===== src/rtl/alu_pkg.sv =====
package alu_pkg;

   localparam logic [2:0] OPC_AND = 3'b000;
   localparam logic [2:0] OPC_OR  = 3'b001;
   localparam logic [2:0] OPC_ADD = 3'b010;
   localparam logic [2:0] OPC_SUB = 3'b110;
   localparam logic [2:0] OPC_SLT = 3'b111;

   typedef enum logic [1:0] {
      SEL_AND  = 2'b00,
      SEL_OR   = 2'b01,
      SEL_SUM  = 2'b10,
      SEL_LESS = 2'b11
   } alu_sel_e;

   function automatic logic op_is_legal(input logic [2:0] op);
      return (op == OPC_AND) || (op == OPC_OR) || (op == OPC_ADD) ||
             (op == OPC_SUB) || (op == OPC_SLT);
   endfunction

   function automatic logic op_is_arith(input logic [2:0] op);
      return (op == OPC_ADD) || (op == OPC_SUB);
   endfunction

endpackage


===== src/rtl/alu_slice.sv =====
module alu_slice
   import alu_pkg::*;
(
   input  logic     a_i,
   input  logic     b_i,
   input  logic     carry_i,
   input  logic     less_i,
   input  logic     b_negate_i,
   input  alu_sel_e sel_i,
   output logic     result_o,
   output logic     carry_o
);

   logic b_eff;
   logic sum;

   always_comb begin
      b_eff   = b_i ^ b_negate_i;
      sum     = a_i ^ b_eff ^ carry_i;
      carry_o = (a_i & b_eff) | (a_i & carry_i) | (b_eff & carry_i);
      unique case (sel_i)
         SEL_AND:  result_o = a_i & b_eff;
         SEL_OR:   result_o = a_i | b_eff;
         SEL_SUM:  result_o = sum;
         SEL_LESS: result_o = less_i;
         default:  result_o = 1'b0;
      endcase
   end

endmodule


===== src/rtl/alu_msb_unit.sv =====
module alu_msb_unit (
   input  logic a_msb_i,
   input  logic b_msb_i,
   input  logic b_negate_i,
   input  logic carry_in_i,
   input  logic carry_out_i,
   output logic set_o,
   output logic ovf_o
);

   logic b_eff;

   always_comb begin
      b_eff = b_msb_i ^ b_negate_i;
      ovf_o = carry_in_i ^ carry_out_i;
      // the sign of the difference, corrected by overflow, equals a ^ b_eff ^ carry_out
      set_o = a_msb_i ^ b_eff ^ carry_out_i;
   end

endmodule


===== src/rtl/alu_zero_detect.sv =====
module alu_zero_detect #(
   parameter int WIDTH = 32,
   parameter int CHUNK = 8
) (
   input  logic [WIDTH-1:0] value_i,
   output logic             zero_o
);

   localparam int NCHUNK = (WIDTH + CHUNK - 1) / CHUNK;
   localparam int PADW   = NCHUNK * CHUNK;

   logic [PADW-1:0]   padded;
   logic [NCHUNK-1:0] part_any;

   generate
      if (CHUNK < 1) begin : g_bad_chunk
         $error("alu_zero_detect: CHUNK must be at least 1");
      end
      if (PADW > WIDTH) begin : g_pad
         assign padded = {{(PADW-WIDTH){1'b0}}, value_i};
      end else begin : g_nopad
         assign padded = value_i;
      end
      for (genvar k = 0; k < NCHUNK; k++) begin : g_part
         assign part_any[k] = |padded[k*CHUNK +: CHUNK];
      end
   endgenerate

   assign zero_o = ~|part_any;

endmodule


===== src/rtl/alu_bitslice.sv =====
module alu_bitslice
   import alu_pkg::*;
#(
   parameter int WIDTH      = 32,
   parameter int ZERO_CHUNK = 8
) (
   input  logic [WIDTH-1:0] opnd_a_i,
   input  logic [WIDTH-1:0] opnd_b_i,
   input  logic [2:0]       op_i,
   output logic [WIDTH-1:0] result_o,
   output logic             zero_o,
   output logic             overflow_o,
   output logic             carry_o
);

   localparam int MSB = WIDTH - 1;

   logic             b_negate;
   alu_sel_e         sel;
   logic             legal;
   logic             arith;
   logic [WIDTH:0]   carry;
   logic [WIDTH-1:0] less;
   logic [WIDTH-1:0] raw_result;
   logic             set_bit;
   logic             ovf_raw;

   generate
      if (WIDTH < 2) begin : g_bad_width
         $error("alu_bitslice: WIDTH must be at least 2");
      end
   endgenerate

   always_comb begin
      b_negate = op_i[2];
      sel      = alu_sel_e'(op_i[1:0]);
      legal    = op_is_legal(op_i);
      arith    = op_is_arith(op_i);
   end

   assign carry[0] = b_negate;
   assign less     = {{(WIDTH-1){1'b0}}, set_bit};

   generate
      for (genvar i = 0; i < WIDTH; i++) begin : g_slice
         alu_slice u_slice (
            .a_i        (opnd_a_i[i]),
            .b_i        (opnd_b_i[i]),
            .carry_i    (carry[i]),
            .less_i     (less[i]),
            .b_negate_i (b_negate),
            .sel_i      (sel),
            .result_o   (raw_result[i]),
            .carry_o    (carry[i+1])
         );
      end
   endgenerate

   alu_msb_unit u_msb (
      .a_msb_i     (opnd_a_i[MSB]),
      .b_msb_i     (opnd_b_i[MSB]),
      .b_negate_i  (b_negate),
      .carry_in_i  (carry[MSB]),
      .carry_out_i (carry[WIDTH]),
      .set_o       (set_bit),
      .ovf_o       (ovf_raw)
   );

   assign result_o   = legal ? raw_result : '0;
   assign overflow_o = arith & ovf_raw;
   assign carry_o    = carry[WIDTH];

   alu_zero_detect #(
      .WIDTH (WIDTH),
      .CHUNK (ZERO_CHUNK)
   ) u_zero (
      .value_i (result_o),
      .zero_o  (zero_o)
   );

   always_comb begin
      if (op_i == OPC_ADD) begin
         a_r5_add_overflow: assert (overflow_o ==
            ((opnd_a_i[MSB] == opnd_b_i[MSB]) && (result_o[MSB] != opnd_a_i[MSB])));
      end
      if (op_i == OPC_SUB) begin
         a_r6_sub_overflow: assert (overflow_o ==
            ((opnd_a_i[MSB] != opnd_b_i[MSB]) && (result_o[MSB] != opnd_a_i[MSB])));
      end
      if (op_i == OPC_SLT) begin
         a_r7_slt_upper_clear: assert (result_o[MSB:1] == '0 && !overflow_o);
      end
      a_r8_zero_flag: assert (zero_o == (result_o == '0));
      if (!op_is_legal(op_i)) begin
         a_r9_unused_quiet: assert (result_o == '0 && !overflow_o && zero_o);
      end
      if (op_i == OPC_AND || op_i == OPC_OR) begin
         a_r1_r2_logic_no_overflow: assert (!overflow_o);
      end
   end

endmodule


===== config.mk =====
export PLATFORM = sky130hd
export DESIGN_NAME = alu_bitslice
export DESIGN_NICKNAME = d
export VERILOG_FILES = /design/src/rtl/alu_pkg.sv /design/src/rtl/alu_slice.sv /design/src/rtl/alu_msb_unit.sv /design/src/rtl/alu_zero_detect.sv /design/src/rtl/alu_bitslice.sv
export SDC_FILE = /design/constraint.sdc
export NUM_CORES = 1
export LEC_CHECK = 0
export ABC_AREA = 1
export BUFFER_PORTS_ARGS = -buffer_cell sky130_fd_sc_hd__buf_4
export CORE_MARGIN = 5
export CORE_UTILIZATION = 50
export DETAILED_ROUTE_END_ITERATION = 6
export PLACE_DENSITY = 0.85
export SLEW_MARGIN = 10
export SYNTH_ARGS = -nofsm -noshare
export SYNTH_HDL_FRONTEND = slang
export SYNTH_SLANG_ARGS = --single-unit
export TNS_END_PERCENT = 20

===== constraint.sdc =====
create_clock -name vclk -period 18.5
set_input_delay 1.85 -clock vclk [all_inputs]
set_output_delay 1.85 -clock vclk [all_outputs]
set_load 0.02 [all_outputs]

==> results of run 1 <==
-- cell usage after synthesis (all sizes together) --
| cell type | number |
|---|---|
| nand2 | 168 |
| inv | 153 |
| ha | 64 |
| nand3 | 33 |
| fa | 32 |
| xnor2 | 31 |
| buf | 21 |
| nor2 | 14 |
| or2 | 14 |
| o21ai | 3 |
| a21oi | 2 |
| clkinv | 2 |
| nand4 | 2 |
| nand3b | 1 |
| o21bai | 1 |
-- metrics by stage --
| stage | hold WS [ns] | area, um2 | util, % |
|---|---|---|---|
| finish | 4.21 | 4180 | 61.9 |
| detailed placement | 4.21 | 4180 | 61.8 |
| floorplan | 3.98 | 3470 | - |
| global route | 4.23 | 4180 | 61.9 |
| CTS | 4.21 | 4180 | 61.8 |
| global placement | 4.18 | 4180 | 61.8 |
-- cell usage in the layout (no fill, tap or decap) --
cell	n
clkinv_1	2
o21ai_0	3
or2_0	1
nand2_1	166
nand3_2	1
a21oi_2	1
nand3_1	32
fa_1	32
nor2_1	11
ha_1	64
xnor2_1	31
a21oi_1	1
o21bai_1	1
nand2_2	2
inv_2	3
buf_4	103
nor2_2	2
nand4_1	2
nand3b_1	1
or2_2	13
nor2_4	1
inv_1	150
-- power groups by stage --
stage,sequential [mW],combinational [mW],clock [mW]
final,0,0.137,0
after floorplan,0,0.0925,0
after global routing,0,0.157,0
after global placement,0,0.132,0
after CTS,0,0.138,0
after detailed placement,0,0.138,0
-- worst min-delay path by stage --
stage	start	to	slack, ns
after floorplan	op_i[1]	result_o[13]	3.98
after global placement	opnd_a_i[31]	carry_o	4.18
after detailed placement	opnd_a_i[31]	carry_o	4.21
after CTS	opnd_a_i[31]	carry_o	4.21
after global routing	opnd_a_i[31]	carry_o	4.23
final	opnd_a_i[31]	carry_o	4.21
-- kinds of logic after synthesis --
kind of cell | Yosys count | synth area share [%]
buffers and inverters | 176 | 21.5
XOR/XNOR | 31 | 7.83
AO/OA/AOI/OAI | 6 | 1.05
adder cells (fa/ha/maj) | 96 | 41.6
AND/OR/NAND/NOR | 232 | 28.1
-- layout make-up --
class                      count  area share, %
timing repair buffer         103           18.5
tap                           80           2.39
inverter                     155           13.9
multi-input combinational    365           65.2
-- per-layer routing --
metal	global-route usage (%)	vias to the layer above	share of wire, %
li1	-	1667	-
met1	24.9	1483	43
met2	35.1	78	51
met3	1.77	10	4.3
met4	4.03	0	1.3
met5	0	-	0
-- critical path: cells and delay by family --
kind / cells / cell delay [ns]
buf+inv: 6 / 0.63
xor+xnor: 1 / 0.34
fa+ha+maj: 31 / 12.25
simple gates: 8 / 0.57
==> results.py, run 1 <==
metrics = {
    "routing": {
        "drc": 0,
        "vias": 3238,
        "wl_per_cell_um": 11.9,
        "ant_nets": 0,
        "drt-initial-drc-count": 81,
        "firstDrtPassIters": 4,
        "vias_per_cell": 4.61,
        "drt-total-wl_mm": 8.40,
    },
    "sta": {
        "tns_ns": 0,
        "min_period_ns": 17.50,
        "slew-limit-headroom_pct": 51.8,
        "fmax_mhz": 57.1,
        "rsz0062_at_grt": "no",
        "fin_crit_sh_pct": 94.6,
        "fin_ws_ns": 0.996,
        "slew_violations": 0,
        "worst_pin_slew_ns": 0.722,
        "timing.final.hold_violations": 0,
        "finalSetupViolCount": 0,
    },
    "outcome": {
        "outcome": "finished clean",
    },
    "setup_path": {
        "path_max_fanout": 16,
        "cp_common_cell": "fa_1",
        "endpoint": "zero_o",
        "critPathArrivalTime_ns": 15.65,
        "critPathCaptureType": "output pin",
        "critPathLaunchType": "input pin",
        "crit_required_ns": 16.65,
        "critPathSlowestCell": "fa_1",
        "crit_start": "op_i[2]",
        "cpPeakStageDelay_ns": 0.48,
        "critPathKind": "input pin to output pin",
    },
    "synthesis": {
        "yosys_warnings": 0,
        "ys_seq_area_share_pct": 0,
        "syn_avg_cell_area_um2": 6.41,
        "syn_area_um2": 3470,
        "synth.area.top_cells": "ha_1 23%, fa_1 18%, nand2_1 18%",
        "synth.distinct_cells": 24,
        "synth_fp_nets": 704,
        "synth_top_area_cell": "ha_1",
        "synth_top_area_share_pct": 23.1,
        "synth_cells": 541,
    },
    "layout": {
        "design.seq.count": 0,
        "drive_gt1_share_pct": 20.2,
        "fin_nets": 788,
        "antennaDiodeCount": 0,
        "fillers": 606,
        "multiInputGateArea_um2": 2730,
        "final_cell_count_no_fill": 703,
        "seq_area_um2": 0,
        "clkbuf_count": 0,
        "area_delta_synth_final_pct": 20.6,
    },
    "placement": {
        "portBuffers": 102,
        "detailed_place_hpwl_mm": 6.89,
        "dpl.cell_count": 703,
        "place.gp.congestion": 0.821,
        "pre_cts_ws_ns": 1.04,
    },
    "grt": {
        "grtUsageTotal_pct": 19.4,
        "grt_pass1_vias": 3275,
        "grt_pass1_wl_mm": 14.3,
        "antenna_found_initial": 0,
        "grt_remaining_overflow": 0,
        "grt_max_degree": 34,
    },
    "clock_network": {
        "ctsResizeCount": 0,
        "cts_hold_buf": 0,
        "cts_post_setup_buffers_inserted": 0,
    },
    "die": {
        "io_pins": 102,
        "die-area_um2": 8700,
        "core_area_um2": 6760,
        "die_h_um": 93.3,
        "die_w_um": 93.3,
        "start_util_pct": 51.3,
        "std_cell_rows": 30,
    },
    "pwr": {
        "p_leak_nw": 2.70,
        "pwr-share-comb_pct": 100.0,
        "swShare_pct": 58.2,
        "seq_power_share_pct": 0,
        "p_per_area_nw_per_um2": 32.8,
        "ir_worst_vdd_uv": 18.0,
        "internal_power_mw": 0.0573,
        "p_total_mw": 0.137,
        "p_clk_share_pct": 0,
        "p_sw_mw": 0.0798,
    },
    "min_path": {
        "hold_path_depth": 3,
        "hold_path_class": "input pin to output pin",
    },
    "job": {
        "drv_cap": 0,
    },
}
(Power assumes the default switching activity.)
==> run 2: changes to the inputs <==
CELL_PAD_IN_SITES_DETAIL_PLACEMENT = 1   (was default)
CELL_PAD_IN_SITES_GLOBAL_PLACEMENT = 1   (was default)
CORE_UTILIZATION = 38   (was 50)
PLACE_DENSITY = 0.92   (was 0.85)
==> run 2 against run 1 <==
Utilization is 14 points lower. Largest cell class unchanged. Largest power group unchanged. Critical endpoint unchanged. Worst hold slack lost 0.012 ns. Non-clock buffer count is 2 higher. Critical path type unchanged.
==> results.py, run 2 (synthesis results as in run 1) <==
metrics = {
    "layout": {
        "area_delta_synth_final_pct": 21.9,
        "antennaDiodeCount": 0,
        "fillers": 1226,
        "layout_commonest_cell": "nand2_1",
        "final_cell_count_no_fill": 733,
        "drive_gt1_share_pct": 20.5,
        "seq_area_um2": 0,
        "fin_nets": 790,
        "clkbuf_count": 0,
        "layout_common_cells": "166 x nand2_1, 150 x inv_1, 105 x buf_4, 64 x ha_1",
        "design.seq.count": 0,
        "multiInputGateArea_um2": 2720,
    },
    "grt": {
        "grt_pass1_vias": 3860,
        "antenna_found_initial": 0,
        "use_met2_pct": 37.0,
        "grt.busiest_layer": "met2",
        "grt_max_degree": 34,
        "grtUsageTotal_pct": 18.0,
        "grt_remaining_overflow": 0,
        "grt_use_met1_pct": 20.1,
        "grt_pass1_wl_mm": 17.2,
        "grtUsageMet3_pct": 2.08,
    },
    "pwr": {
        "internal_power_mw": 0.0586,
        "p_clk_share_pct": 0,
        "swShare_pct": 58.9,
        "p_per_area_nw_per_um2": 33.7,
        "p_leak_nw": 2.71,
        "p_sw_mw": 0.0839,
        "pwr-share-comb_pct": 100.0,
        "seq_power_share_pct": 0,
        "ir_worst_vdd_uv": 16.5,
    },
    "outcome": {
        "outcome": "finished clean",
    },
    "routing": {
        "firstDrtPassIters": 4,
        "drt-total-wl_mm": 10.1,
        "drt-initial-drc-count": 51,
        "vias_per_cell": 4.60,
        "wl_per_cell_um": 13.7,
        "ant_nets": 0,
        "drc": 0,
        "vias": 3370,
    },
    "clock_network": {
        "cts_post_setup_buffers_inserted": 0,
        "cts_hold_buf": 0,
        "ctsResizeCount": 0,
    },
    "die": {
        "die_w_um": 106,
        "std_cell_rows": 34,
        "core_area_um2": 8810,
        "start_util_pct": 39.4,
        "die-area_um2": 11100,
        "die_h_um": 106,
        "io_pins": 102,
    },
    "setup_path": {
        "critPathSlowestCell": "fa_1",
        "cpPeakStageDelay_ns": 0.44,
        "critPathLaunchType": "input pin",
        "crit_required_ns": 16.65,
        "critPathKind": "input pin to output pin",
        "critPathArrivalTime_ns": 15.82,
        "path_max_fanout": 14,
        "cp_common_cell": "fa_1",
        "critPathCaptureType": "output pin",
    },
    "placement": {
        "detailed_place_hpwl_mm": 8.63,
        "pre_cts_ws_ns": 0.820,
        "portBuffers": 102,
        "dpl.cell_count": 733,
        "place.gp.congestion": 0.841,
    },
    "sta": {
        "slew_violations": 0,
        "min_period_ns": 17.67,
        "finalSetupViolCount": 0,
        "fin_ws_ns": 0.831,
        "timing.final.hold_violations": 0,
        "tns_ns": 0,
        "slew-limit-headroom_pct": 53.6,
        "fin_crit_sh_pct": 95.5,
        "worst_pin_slew_ns": 0.693,
        "rsz0062_at_grt": "no",
        "fmax_mhz": 56.6,
        "whs_ns": 4.20,
    },
    "job": {
        "drv_cap": 0,
    },
    "min_path": {
        "hold_path_class": "input pin to output pin",
    },
}
## run 2: final timing paths
| kind | startpoint | endpoint | slack, ns | depth (start not counted) |
|---|---|---|---|---|
| worst max-delay path | op_i[2] | zero_o | 0.83 | 46 |
| worst min-delay path | opnd_a_i[31] | carry_o | 4.20 | 3 |
## run 2: worst max-delay path, delay by kind of cell
kind / cells / cell delay [ns]
fa+ha+maj: 31 / 12.37
buf+inv: 6 / 0.63
simple gates: 8 / 0.60
xor+xnor: 1 / 0.35
## run 2: power groups by stage
stage          registers [mW]  logic [mW]  clock network, mW
2_1_floorplan               0      0.0925                  0
3_3_place_gp                0       0.135                  0
3_5_place_dp                0       0.144                  0
4_1_cts                     0       0.145                  0
5_1_grt                     0       0.162                  0
6_report                    0       0.142                  0
## run 2: per-layer routing
metal / share of wire (%) / vias to the layer above
met5: 0 / -
met4: 1.2 / 0
met3: 4.2 / 10
met2: 55 / 73
met1: 40 / 1617
li1: - / 1670
## run 2: through the flow
stage | area, um2 | power [mW] | utilization (%)
floorplan | 3470 | 0.0925 | -
global placement | 4230 | 0.135 | 48.0
detailed placement | 4230 | 0.144 | 48.0
CTS | 4230 | 0.145 | 48.0
global route | 4230 | 0.162 | 48.0
finish | 4230 | 0.142 | 48.0
## run 2: layout make-up
cell class,count,share of cell area (%)
multi-input cells,365,64.4
repair buffers,105,18.6
well taps,108,3.20
inverters,155,13.8
